**config.mk**
```make
export PLATFORM = sky130hd
export DESIGN_NAME = sysbus_master
export DESIGN_NICKNAME = d
export VERILOG_FILES = /design/src/rtl/sysbus_pkg.sv /design/src/rtl/sysbus_parity_gen.sv /design/src/rtl/sysbus_parity_chk.sv /design/src/rtl/sysbus_seq.sv /design/src/rtl/sysbus_master.sv
export SDC_FILE = /design/constraint.sdc
export NUM_CORES = 1
export LEC_CHECK = 0
export ABC_AREA = 1
export BUFFER_PORTS_ARGS = -buffer_cell sky130_fd_sc_hd__buf_2
export CORE_MARGIN = 2
export CORE_UTILIZATION = 52
export CTS_CLUSTER_SIZE = 40
export DETAILED_ROUTE_END_ITERATION = 16
export GPL_TIMING_DRIVEN = 0
export PLACE_DENSITY = 0.82
export SLEW_MARGIN = 40
export SYNTH_ARGS = -nofsm -noshare
export SYNTH_HDL_FRONTEND = slang
export SYNTH_HIERARCHICAL = 1
export SYNTH_SLANG_ARGS = --single-unit
```
**constraint.sdc**
```tcl
create_clock -name clk -period 1.9 [get_ports clk]
set_input_delay 0.57 -clock clk [delete_from_list [all_inputs] [get_ports clk]]
set_output_delay 0.57 -clock clk [all_outputs]
set_load 0.01 [all_outputs]
```
**src/rtl/sysbus_pkg.sv**
```systemverilog
package sysbus_pkg;

  localparam int CMD_W = 9;

  typedef enum logic [1:0] {
    ST_IDLE,
    ST_WDATA,
    ST_RWAIT
  } seq_state_t;

  // Address-cycle command: kind in bit8=0, type in bits7:5, block in bit4,
  // byte count minus one in bits2:0.
  function automatic logic [CMD_W-1:0] addr_cmd(input logic wr, input logic blk,
                                                 input logic [2:0] cnt_m1);
    return {1'b0, 2'b00, wr, blk, 1'b0, cnt_m1};
  endfunction

  // Data-cycle command: bit8=1, bit7 last, bit6 error, rest zero.
  function automatic logic [CMD_W-1:0] data_cmd(input logic last, input logic err);
    return {1'b1, last, err, 6'b000000};
  endfunction

endpackage

```
**src/rtl/sysbus_parity_gen.sv**
```systemverilog
module sysbus_parity_gen #(
  parameter int DATA_W = 64,
  localparam int LANES = DATA_W / 8
) (
  input  logic [DATA_W-1:0] data,
  output logic [LANES-1:0]  par
);

  for (genvar g = 0; g < LANES; g++) begin : g_lane
    assign par[g] = ^data[8*g +: 8];
  end

endmodule

```
**src/rtl/sysbus_parity_chk.sv**
```systemverilog
module sysbus_parity_chk #(
  parameter int DATA_W = 64,
  localparam int LANES = DATA_W / 8
) (
  input  logic [DATA_W-1:0] data,
  input  logic [LANES-1:0]  chk,
  output logic              mismatch
);

  logic [LANES-1:0] calc;

  sysbus_parity_gen #(.DATA_W(DATA_W)) u_gen (
    .data (data),
    .par  (calc)
  );

  assign mismatch = |(calc ^ chk);

endmodule

```
**src/rtl/sysbus_seq.sv**
```systemverilog
module sysbus_seq
  import sysbus_pkg::*;
#(
  parameter int DATA_W      = 64,
  parameter int ADDR_W      = 36,
  parameter int BLOCK_BEATS = 4,
  localparam int LANES      = DATA_W / 8,
  localparam int BEAT_W     = (BLOCK_BEATS > 1) ? $clog2(BLOCK_BEATS) : 1
) (
  input  logic              clk,
  input  logic              rst,
  input  logic              req_valid,
  output logic              req_ready,
  input  logic              req_write,
  input  logic              req_block,
  input  logic [3:0]        req_nbytes,
  input  logic [ADDR_W-1:0] req_addr,
  input  logic [DATA_W-1:0] wd_data,
  output logic              wd_pop,
  input  logic              rd_rdy_n,
  input  logic              wr_rdy_n,
  output logic [DATA_W-1:0] ad_nxt,
  input  logic [LANES-1:0]  par_nxt,
  output logic [DATA_W-1:0] ad_out,
  output logic [LANES-1:0]  adc_out,
  output logic [CMD_W-1:0]  cmd_out,
  output logic              ad_out_en,
  input  logic [DATA_W-1:0] ad_in,
  input  logic [CMD_W-1:0]  cmd_in,
  input  logic              ad_in_valid,
  input  logic              in_bad_par,
  output logic              rsp_valid,
  output logic [DATA_W-1:0] rsp_data,
  output logic              rsp_last,
  output logic              rsp_err,
  output logic              err_sticky
);

  localparam logic [BEAT_W-1:0] LAST_BEAT = BEAT_W'(BLOCK_BEATS - 1);

  seq_state_t        st;
  logic [BEAT_W-1:0] beat;
  logic              blk_q;
  logic              accept;
  logic [3:0]        nb_m1;
  logic [2:0]        cnt_field;
  logic              wr_last;
  logic              in_data;

  assign req_ready = (st == ST_IDLE) && (req_write ? !wr_rdy_n : !rd_rdy_n);
  assign accept    = req_valid && req_ready;
  assign wd_pop    = (st == ST_WDATA);
  assign nb_m1     = req_nbytes - 4'd1;
  assign cnt_field = req_block ? 3'b000 : nb_m1[2:0];
  assign wr_last   = !blk_q || (beat == LAST_BEAT);
  assign in_data   = ad_in_valid && cmd_in[8] && (cmd_in[5:0] == 6'd0);

  always_comb begin
    if (st == ST_IDLE) ad_nxt = DATA_W'(req_addr);
    else               ad_nxt = wd_data;
  end

  always_ff @(posedge clk) begin
    if (rst) begin
      st         <= ST_IDLE;
      beat       <= '0;
      blk_q      <= 1'b0;
      ad_out     <= '0;
      adc_out    <= '0;
      cmd_out    <= '0;
      ad_out_en  <= 1'b0;
      rsp_valid  <= 1'b0;
      rsp_data   <= '0;
      rsp_last   <= 1'b0;
      rsp_err    <= 1'b0;
      err_sticky <= 1'b0;
    end else begin
      ad_out_en <= 1'b0;
      rsp_valid <= 1'b0;
      case (st)
        ST_IDLE: begin
          if (accept) begin
            ad_out_en <= 1'b1;
            ad_out    <= ad_nxt;
            adc_out   <= par_nxt;
            cmd_out   <= addr_cmd(req_write, req_block, cnt_field);
            blk_q     <= req_block;
            beat      <= '0;
            st        <= req_write ? ST_WDATA : ST_RWAIT;
          end
        end
        ST_WDATA: begin
          ad_out_en <= 1'b1;
          ad_out    <= ad_nxt;
          adc_out   <= par_nxt;
          cmd_out   <= data_cmd(wr_last, 1'b0);
          beat      <= beat + 1'b1;
          if (wr_last) st <= ST_IDLE;
        end
        ST_RWAIT: begin
          if (in_data) begin
            rsp_valid <= 1'b1;
            rsp_data  <= ad_in;
            rsp_last  <= cmd_in[7];
            rsp_err   <= in_bad_par | cmd_in[6];
            if (in_bad_par) err_sticky <= 1'b1;
            if (cmd_in[7])  st <= ST_IDLE;
          end
        end
        default: st <= ST_IDLE;
      endcase
    end
  end

endmodule

```
**src/rtl/sysbus_master.sv**
```systemverilog
module sysbus_master
  import sysbus_pkg::*;
#(
  parameter int DATA_W      = 64,
  parameter int ADDR_W      = 36,
  parameter int BLOCK_BEATS = 4,
  localparam int LANES      = DATA_W / 8
) (
  input  logic              clk,
  input  logic              rst,
  input  logic              req_valid,
  output logic              req_ready,
  input  logic              req_write,
  input  logic              req_block,
  input  logic [3:0]        req_nbytes,
  input  logic [ADDR_W-1:0] req_addr,
  input  logic [DATA_W-1:0] wd_data,
  output logic              wd_pop,
  input  logic              rd_rdy_n,
  input  logic              wr_rdy_n,
  output logic [DATA_W-1:0] ad_out,
  output logic [LANES-1:0]  adc_out,
  output logic [CMD_W-1:0]  cmd_out,
  output logic              ad_out_en,
  input  logic [DATA_W-1:0] ad_in,
  input  logic [LANES-1:0]  adc_in,
  input  logic [CMD_W-1:0]  cmd_in,
  input  logic              ad_in_valid,
  output logic              rsp_valid,
  output logic [DATA_W-1:0] rsp_data,
  output logic              rsp_last,
  output logic              rsp_err,
  output logic              err_sticky
);

  logic [DATA_W-1:0] ad_nxt;
  logic [LANES-1:0]  par_nxt;
  logic              in_bad_par;

  sysbus_parity_gen #(.DATA_W(DATA_W)) u_pgen (
    .data (ad_nxt),
    .par  (par_nxt)
  );

  sysbus_parity_chk #(.DATA_W(DATA_W)) u_pchk (
    .data     (ad_in),
    .chk      (adc_in),
    .mismatch (in_bad_par)
  );

  sysbus_seq #(
    .DATA_W      (DATA_W),
    .ADDR_W      (ADDR_W),
    .BLOCK_BEATS (BLOCK_BEATS)
  ) u_seq (
    .clk         (clk),
    .rst         (rst),
    .req_valid   (req_valid),
    .req_ready   (req_ready),
    .req_write   (req_write),
    .req_block   (req_block),
    .req_nbytes  (req_nbytes),
    .req_addr    (req_addr),
    .wd_data     (wd_data),
    .wd_pop      (wd_pop),
    .rd_rdy_n    (rd_rdy_n),
    .wr_rdy_n    (wr_rdy_n),
    .ad_nxt      (ad_nxt),
    .par_nxt     (par_nxt),
    .ad_out      (ad_out),
    .adc_out     (adc_out),
    .cmd_out     (cmd_out),
    .ad_out_en   (ad_out_en),
    .ad_in       (ad_in),
    .cmd_in      (cmd_in),
    .ad_in_valid (ad_in_valid),
    .in_bad_par  (in_bad_par),
    .rsp_valid   (rsp_valid),
    .rsp_data    (rsp_data),
    .rsp_last    (rsp_last),
    .rsp_err     (rsp_err),
    .err_sticky  (err_sticky)
  );

endmodule

```
==> results of run 1 <==
[routing by layer]
metal,up-vias,share of wire,global-route usage
met5,-,0,0
met4,0,0.024,0.1010
met3,56,0.057,0.04545
met2,398,0.48,0.4936
met1,5455,0.43,0.3635
li1,6446,-,-
[power breakdown]
| group | total [mW] | switching (mW) | internal [mW] |
|---|---|---|---|
| combinational | 2.57 | 1.58 | 0.987 |
| clock | 3.43 | 1.33 | 2.10 |
| sequential | 3.47 | 0.0857 | 3.38 |
[registers in the layout, summed over array words and instances, names as in the netlist]
signal	count
u_seq/ad_out	64
u_seq/rsp_data	64
u_seq/adc_out	8
u_seq/cmd_out	7
u_seq/beat	2
u_seq/st	2
u_seq/ad_out_en	1
u_seq/blk_q	1
u_seq/err_sticky	1
u_seq/rsp_err	1
u_seq/rsp_last	1
u_seq/rsp_valid	1
[kinds of logic (layout without fill, tap and decap cells)]
logic type / after synthesis / count (layout) / synth area share
compound gates: 187 / 187 / 0.08967
buf+inv: 335 / 708 / 0.1386
simple gates: 1201 / 1201 / 0.4714
fa+ha+maj: 2 / 2 / 0.002397
xor+xnor: 5 / 5 / 0.004195
other cells: 1 / 4 / 0.0003593
flops: 153 / 153 / 0.2935
[layout by cell type, fill, tap and decap left out, types with 20 or more instances in the layout]
master and count:
dfxtp_1 151, buf_2 380, nand2_1 848, nand3_1 75, a21oi_1 147, o21ai_0 31, nor2_1 153, nand3b_1 74
inv_1 236, buf_4 20
[cell type report]
cell class,instances,area [µm²],area share
Antenna cell,2,5.005,0.0003746
Buffer,90,560.5,0.04196
Clock buffer,24,501.7,0.03755
Clock inverter,7,90.09,0.006743
Inverter,240,900.9,0.06743
Multi-Input combinational cell,1397,6136,0.4593
Sequential cell,153,3070,0.2298
Tap cell,265,331.6,0.02482
Timing Repair Buffer,347,1764,0.1320
[critical path, delay by kind of cell (launching register included)]
family                 cells  cell delay [ns]
and+or+nand+nor            3             0.29
DFF                        1             0.36
buffers and inverters      2             0.25
[worst max-delay path by stage]
stage / startpoint / to / slack, ns / depth (start not counted)
5_1_grt: u_seq/st[1] / req_ready / -0.04 / 5
2_1_floorplan: ad_in[4] / u_seq/rsp_err / 0.14 / 14
3_5_place_dp: ad_in[54] / u_seq/rsp_err / -0.33 / 15
4_1_cts: u_seq/st[1] / req_ready / -0.08 / 6
3_3_place_gp: ad_in[52] / u_seq/rsp_err / -0.29 / 15
6_report: u_seq/st[1] / req_ready / 0.007 / 5
[through the flow]
stage	cell area (µm²)	setup TNS (ns)
2_1_floorplan	10440	0
3_3_place_gp	12480	-1.373
3_5_place_dp	12480	-2.115
4_1_cts	13150	-0.2365
5_1_grt	13360	-0.06494
6_report	13360	0
[timing repair]
action | in CTS | in global routing
buffers inserted | 6 | 0
setup endpoints to repair | 10 | 11
gates resized for setup | 16 | 84
pin swaps | 2 | 7
==> reports/metrics.cfg, run 1 <==
[clocking]
numCtsBuffers=17
clk_pin_slew_ns=0.06
worstSkewPairLatency_ns=0.42
cts_hold_buf=0
cts_sinks=153
htree_levels=4
cts_tree=done
clockBufferDepth=2
root_buffer=clkbuf_16

[layout]
fin_nets=2441
area_growth_pct=28.00
fin_cells=2525
fin_util=0.6820
drive_gt1_frac=0.2236
fill_cells=1829

[timing]
slew_violations=0
rsz0062_at_grt=true
finalSetupViolations=0
postLayoutSetupSlackWorst_ns=0.007312
max_freq_mhz=528.3
finalCritPeriodShare=0.9962
holdWs_ns=0.3725
max_slew.worst_pin.slew_ns=0.6007
min_period_ns=1.893
finalHoldViolCount=0
fin_skew_ns=0.009811
maxSlewHeadroom=0.5995

[critical_path]
ff2ff_path_depth=14
cp_max_fo=5
cp_data_arrival_time_ns=1.32
required_ns=1.33
reg2reg_from=u_seq/st[0]
endpoint_kind=output port
r2r_end=u_seq/adc_out[5]
crit_chain=nor2_4 -> buf_8 -> nand2_4 -> nor2_4 -> buf_6
path_common_cell=nor2_4
worst_path_largest_cell_delay_ns=0.36
regToRegSetupSlack_ns=0.11
criticalPathCategory=reg -> out
cp-start-kind=flop
cp_slowest_cell=dfxtp_4

[power]
peakVddDrop_v=0.0005430
static-leakage-power_nw=8.097
total_power_mw=9.466
power_density_nw_per_um2=708.5

[route]
vias_per_cell=4.893
first_pass_iters=5
drt_iter0_drc=820
wire_per_inst_um=12.62
antenna_left=0
wirelength_mm=31.87
routed-via-count=12360
drc=0

[status]
status=complete, no violations

[yosys]
synth_cell_types=22
synth_common_cells=866 x nand2_1, 237 x inv_1, 174 x nor2_1, 153 x dfxtp_1, 150 x a21oi_1
synthArstFlopShare=0
seq_area_frac_synth=0.2935
synthCells=1884
ys.flop_type=dfxtp_1
synth-seq-cells=153
avgSynthCellArea_um2=5.540
yosys.area.top_type=nand2_1
yosysWarnings=6
yosysMostFrequentCell=nand2_1
synth_edf_count=0
synth_top_area_share=0.3114
syn_area_um2=10440
ys_top_cells_by_area=nand2_1 31%, dfxtp_1 29%, inv_1 8.5%, a21oi_1 7.2%, nor2_1 6.3%

[placement]
place_ws_ns=-0.3331
hpwl_mm=24.38
portBuffers=341
gp_congestion=0.8582
post-place-cells=2491

[global_route]
grtUsageTotal=0.2865
grt_max_degree=17
antenna_found_initial=2
grt_overflow=0
grt_pass1_wl_mm=50.85
grt_pass1_vias=10920

[hold_path]
min_from=rst
hp-class=in -> reg
whs_endpoint=u_seq/beat[1]
whs_path_depth=2

[floorplan]
die_h_um=145.7
initial_core_util=0.5328
die-area_um2=21220
fp-row-count=51
coreArea_um2=19590
dieWidth_um=145.7
io_pins=345

[run]
timing.max_cap.violations=0

(Power assumes the default switching activity.)
==> inputs of run 2 (changes only) <==
Settings changed: CTS_BUF_LIST set to sky130_fd_sc_hd__clkbuf_16, SKIP_LAST_GASP set to 1.
==> reports/metrics.cfg, run 2 (synthesis gave the netlist of run 1 again) <==
[global_route]
grt_max_degree=17
grt_pass1_wl_mm=50.58
grtUsageTotal=0.2851
grt_pass1_vias=10900
antenna_found_initial=3
grt_overflow=0

[layout]
layout_commonest_cell=nand2_1
layout_common_cells=837 x nand2_1, 381 x buf_2, 237 x inv_1, 152 x nor2_1, 151 x dfxtp_1
fin_util=0.6817
top_regs=u_seq/ad_out: 64 flops, u_seq/rsp_data: 64 flops, u_seq/adc_out: 8 flops
fill_cells=1816
fin_nets=2441
drive_gt1_frac=0.2272
area_growth_pct=27.94

[floorplan]
initial_core_util=0.5328
fp-row-count=51
dieWidth_um=145.7
die_h_um=145.7
coreArea_um2=19590
io_pins=345
die-area_um2=21220

[clocking]
worstSkewPairLatency_ns=0.43
clockBufferDepth=2
cts_sinks=153
clk_pin_slew_ns=0.06
numCtsBuffers=17
root_buffer=clkbuf_16
cts_tree=done
htree_levels=4

[power]
power.internal_mw=6.265
power_density_nw_per_um2=694.7
clkPwrFrac=0.347
seq_power_share=0.374
swShare=0.3246
p_switching_mw=3.012
peakVddDrop_v=0.0005431
static-leakage-power_nw=8.082
power_frac_comb=0.280
total_power_mw=9.277

[timing]
min_period_ns=1.894
finalCritPeriodShare=0.9967
slew_violations=0
fin_skew_ns=0.008708
rsz0062_at_grt=true
max_slew.worst_pin.slew_ns=0.6518
finalHoldViolCount=0
finalSetupViolations=0
max_freq_mhz=528.1
maxSlewHeadroom=0.5655
holdWs_ns=0.3665

[placement]
hpwl_mm=24.38
gp_congestion=0.8582
portBuffers=341

[critical_path]
worst_path_largest_cell_delay_ns=0.37
cp_max_fo=11
cp_top_family=flip-flops
endpoint_kind=output port
crit_chain=buf_12 -> nand2_4 -> inv_2 -> buf_4
cp_slowest_cell=dfxtp_4
ff2ff_path_depth=14
required_ns=1.33
path_depth=4
criticalPathCategory=reg -> out
cp-start-kind=flop
cp_data_arrival_time_ns=1.32
path_buf_inv=3

[hold_path]
whs_path_depth=2
hp-class=in -> reg

[route]
drt_iter0_drc=743
wire_per_inst_um=12.59
antenna_left=0
vias_per_cell=4.892
wirelength_mm=31.80
routed-via-count=12360
first_pass_iters=5
drc=0

[run]
timing.max_cap.violations=0

[status]
status=complete, no violations

==> run 2: worst register-to-register path: cells and delay by family (launching register included) <==
kind,cells,cell delay (ns)
AND/OR/NAND/NOR,9,0.71
buffers and inverters,4,0.52
flip-flops,1,0.38
AO/OA/AOI/OAI,1,0.13
==> run 2: worst paths after layout <==
kind	start	end	slack [ns]
min reg2reg	u_seq/err_sticky	u_seq/err_sticky	0.45
min	rst	u_seq/beat[1]	0.37
max reg2reg	u_seq/st[1]	u_seq/adc_out[5]	0.07
max	u_seq/st[0]	wd_pop	0.006
==> run 2: cell type report <==
type | count | area [µm²] | share of cell area
flip-flops and latches | 153 | 3068 | 0.2297
repair buffers | 347 | 1764 | 0.1321
clock buffers | 17 | 425.4 | 0.03186
diodes | 3 | 7.507 | 0.0005622
inverters | 240 | 900.9 | 0.06746
well taps | 265 | 331.6 | 0.02483
clock inverters | 14 | 116.4 | 0.008714
plain buffers | 90 | 578.1 | 0.04329
multi-input cells | 1397 | 6162 | 0.4614
==> run 2: power groups by stage <==
stage / Combinational, mW / Sequential, mW / Clock [mW]
6_report: 2.60 / 3.47 / 3.22
3_3_place_gp: 2.36 / 3.53 / 0
5_1_grt: 2.94 / 3.48 / 3.39
4_1_cts: 2.47 / 3.46 / 3.26
3_5_place_dp: 2.43 / 3.53 / 0
2_1_floorplan: 1.56 / 3.60 / 0
==> run 2: stage by stage <==
| step | instance area, µm² | worst slack (ns) | cells | TNS [ns] |
|---|---|---|---|---|
| 6_report | 13350 | 0.006268 | 2526 | 0 |
| 5_1_grt | 13350 | -0.06221 | 2526 | -0.1686 |
| 4_1_cts | 13100 | -0.08254 | 2526 | -0.2362 |
| 3_5_place_dp | 12480 | -0.3331 | 2491 | -2.115 |
| 3_3_place_gp | 12480 | -0.2924 | 2491 | -1.373 |
| 2_1_floorplan | 10440 | 0.1381 | 1885 | 0 |
==> run 2: repair_timing <==
| action | in CTS | in global routing |
|---|---|---|
| endpoints found under the hold margin | 0 | 0 |
| cloned | 0 | 0 |
| buffers inserted | 6 | 0 |
| resized for setup | 16 | 108 |
| pin swaps | 2 | 11 |
| setup endpoints to repair | 10 | 11 |
| hold buffers | 0 | 0 |
==> run 2: layer usage <==
metal  routed length, µm  vias to the layer above  global-route usage  share of wire
met5                   0                        -                   0              0
met4                1005                        0              0.1206          0.032
met3                1716                       65             0.04295          0.054
met2               15250                      407              0.4818           0.48
met1               13820                     5445              0.3628           0.43
li1                    -                     6441                   -              -
==> inputs of run 3 (changes only) <==
--- a/config.mk
+++ b/config.mk
@@ -16,5 +16,5 @@
 export PLACE_DENSITY = 0.82
 export SKIP_LAST_GASP = 1
-export SLEW_MARGIN = 40
+export SLEW_MARGIN = 5
 export SYNTH_ARGS = -nofsm -noshare
 export SYNTH_HDL_FRONTEND = slang
==> constraint.sdc (replaced) <==
create_clock -name clk -period 1.9 [get_ports clk]
set_input_delay 0.57 -clock clk [delete_from_list [all_inputs] [get_ports clk]]
set_output_delay 0.57 -clock clk [all_outputs]
set_load 0.02 [all_outputs]
==> reports/metrics.cfg, run 3 (synthesis gave the netlist of run 1 again) <==
[layout]
fill_cells=1819
layout_common_cells=836 x nand2_1, 379 x buf_2, 238 x inv_1, 151 x nor2_1, 151 x dfxtp_1
finalInstanceArea_um2=13390
fin_nets=2442
drive_gt1_frac=0.2275
area_growth_pct=28.30
top_regs=u_seq/ad_out: 64 flops, u_seq/rsp_data: 64 flops, u_seq/adc_out: 8 flops
layout_commonest_cell=nand2_1

[clocking]
cts_sinks=153
root_buffer=clkbuf_16
numCtsBuffers=17
clockBufferDepth=2
clk_pin_slew_ns=0.06
cts_tree=done
htree_levels=4
cts_hold_buf=0
worstSkewPairLatency_ns=0.43

[global_route]
grtUsageTotal=0.2866
antenna_found_initial=2
grt_overflow=0
grt_pass1_vias=10910
grt_pass1_wl_mm=50.87
grt_max_degree=17

[timing]
maxSlewHeadroom=0.5891
slew_violations=0
rsz0062_at_grt=true
holdWs_ns=0.3635
max_freq_mhz=516.1
finalSetupViolations=1
postLayoutSetupSlackWorst_ns=-0.03779
min_period_ns=1.938
finalCritPeriodShare=1.020
fin_skew_ns=0.008435
max_slew.worst_pin.slew_ns=0.6164
finalHoldViolCount=0

[floorplan]
die_h_um=145.7
dieWidth_um=145.7
fp-row-count=51
io_pins=345
coreArea_um2=19590
initial_core_util=0.5328
die-area_um2=21220

[power]
power_density_nw_per_um2=702.2
peakVddDrop_v=0.0005468
static-leakage-power_nw=8.084
total_power_mw=9.403

[critical_path]
criticalPathCategory=reg -> out
endpoint_kind=output port
path_buf_inv=2
path_common_cell=nor2_4
cp_data_arrival_time_ns=1.37
worst_path_largest_cell_delay_ns=0.37
cp_slowest_cell=dfxtp_4
cp-start-kind=flop
required_ns=1.33
crit_chain=nor2_4 -> buf_8 -> nand2_4 -> nor2_4 -> buf_6
cp_max_fo=5
cp_top_family=flip-flops

[placement]
hpwl_mm=24.38
placed_cell_area_um2=12480
portBuffers=341
gp_congestion=0.8582

[route]
antenna_left=0
first_pass_iters=5
vias_per_cell=4.925
wire_per_inst_um=12.62
drc=0
wirelength_mm=31.89
drt_iter0_drc=725
routed-via-count=12440

[status]
failed_checks=setup timing
status=complete, but fails checks

[hold_path]
hp-class=in -> reg

[run]
timing.max_cap.violations=0

==> run 3: cell count changes in the layout (fill, tap and decap cells not counted), sizes merged <==
cell | before | now
clkbuf | 35 | 37
diode | 3 | 2
buf | 419 | 418
==> run 3: worst paths after layout <==
kind         slack (ns)  cells past startpoint              from          endpoint
max               -0.04                      5       u_seq/st[0]         req_ready
min                0.36                      2               rst     u_seq/beat[1]
max reg2reg        0.10                     14       u_seq/st[0]  u_seq/adc_out[6]
min reg2reg        0.45                      2  u_seq/err_sticky  u_seq/err_sticky
==> run 3: metal layers <==
layer | GRT usage | part of all wire | wire length, µm
met5 | 0 | 0 | 0
met1 | 0.3653 | 0.43 | 13720
met3 | 0.04357 | 0.056 | 1796
met4 | 0.1029 | 0.023 | 739
met2 | 0.4920 | 0.49 | 15630
==> run 3: where the power goes <==
part / switching [mW] / internal [mW] / total, mW
clock network: 1.32 / 1.88 / 3.21
logic: 1.73 / 1.00 / 2.73
registers: 0.0851 / 3.38 / 3.47
==> run 3: metrics by stage <==
step | instances | worst slack, ns | utilization | setup TNS [ns]
6_report | 2526 | -0.03779 | 0.6836 | -0.03779
5_1_grt | 2526 | -0.06818 | 0.6836 | -0.1423
4_1_cts | 2526 | -0.07325 | 0.6703 | -0.1126
3_5_place_dp | 2491 | -0.3331 | 0.6370 | -2.115
3_3_place_gp | 2491 | -0.2924 | 0.6370 | -1.373
2_1_floorplan | 1885 | 0.1381 | - | 0
==> run 3: cell type report <==
| class | count | area (µm²) | area share |
|---|---|---|---|
| diodes | 2 | 5.005 | 0.0003737 |
| plain buffers | 90 | 561.8 | 0.04195 |
| repair buffers | 348 | 1775 | 0.1326 |
| well taps | 265 | 331.6 | 0.02476 |
| flip-flops and latches | 153 | 3068 | 0.2291 |
| inverters | 240 | 900.9 | 0.06727 |
| clock inverters | 14 | 116.4 | 0.008689 |
| clock buffers | 17 | 425.4 | 0.03177 |
| multi-input cells | 1397 | 6207 | 0.4635 |
==> run 3: timing repair <==
action | 4_1_cts | 5_1_grt
pin swaps | 2 | 11
cloned | 0 | 0
endpoints found under the setup margin | 10 | 11
setup buffers | 7 | 0
gates resized for setup | 24 | 109
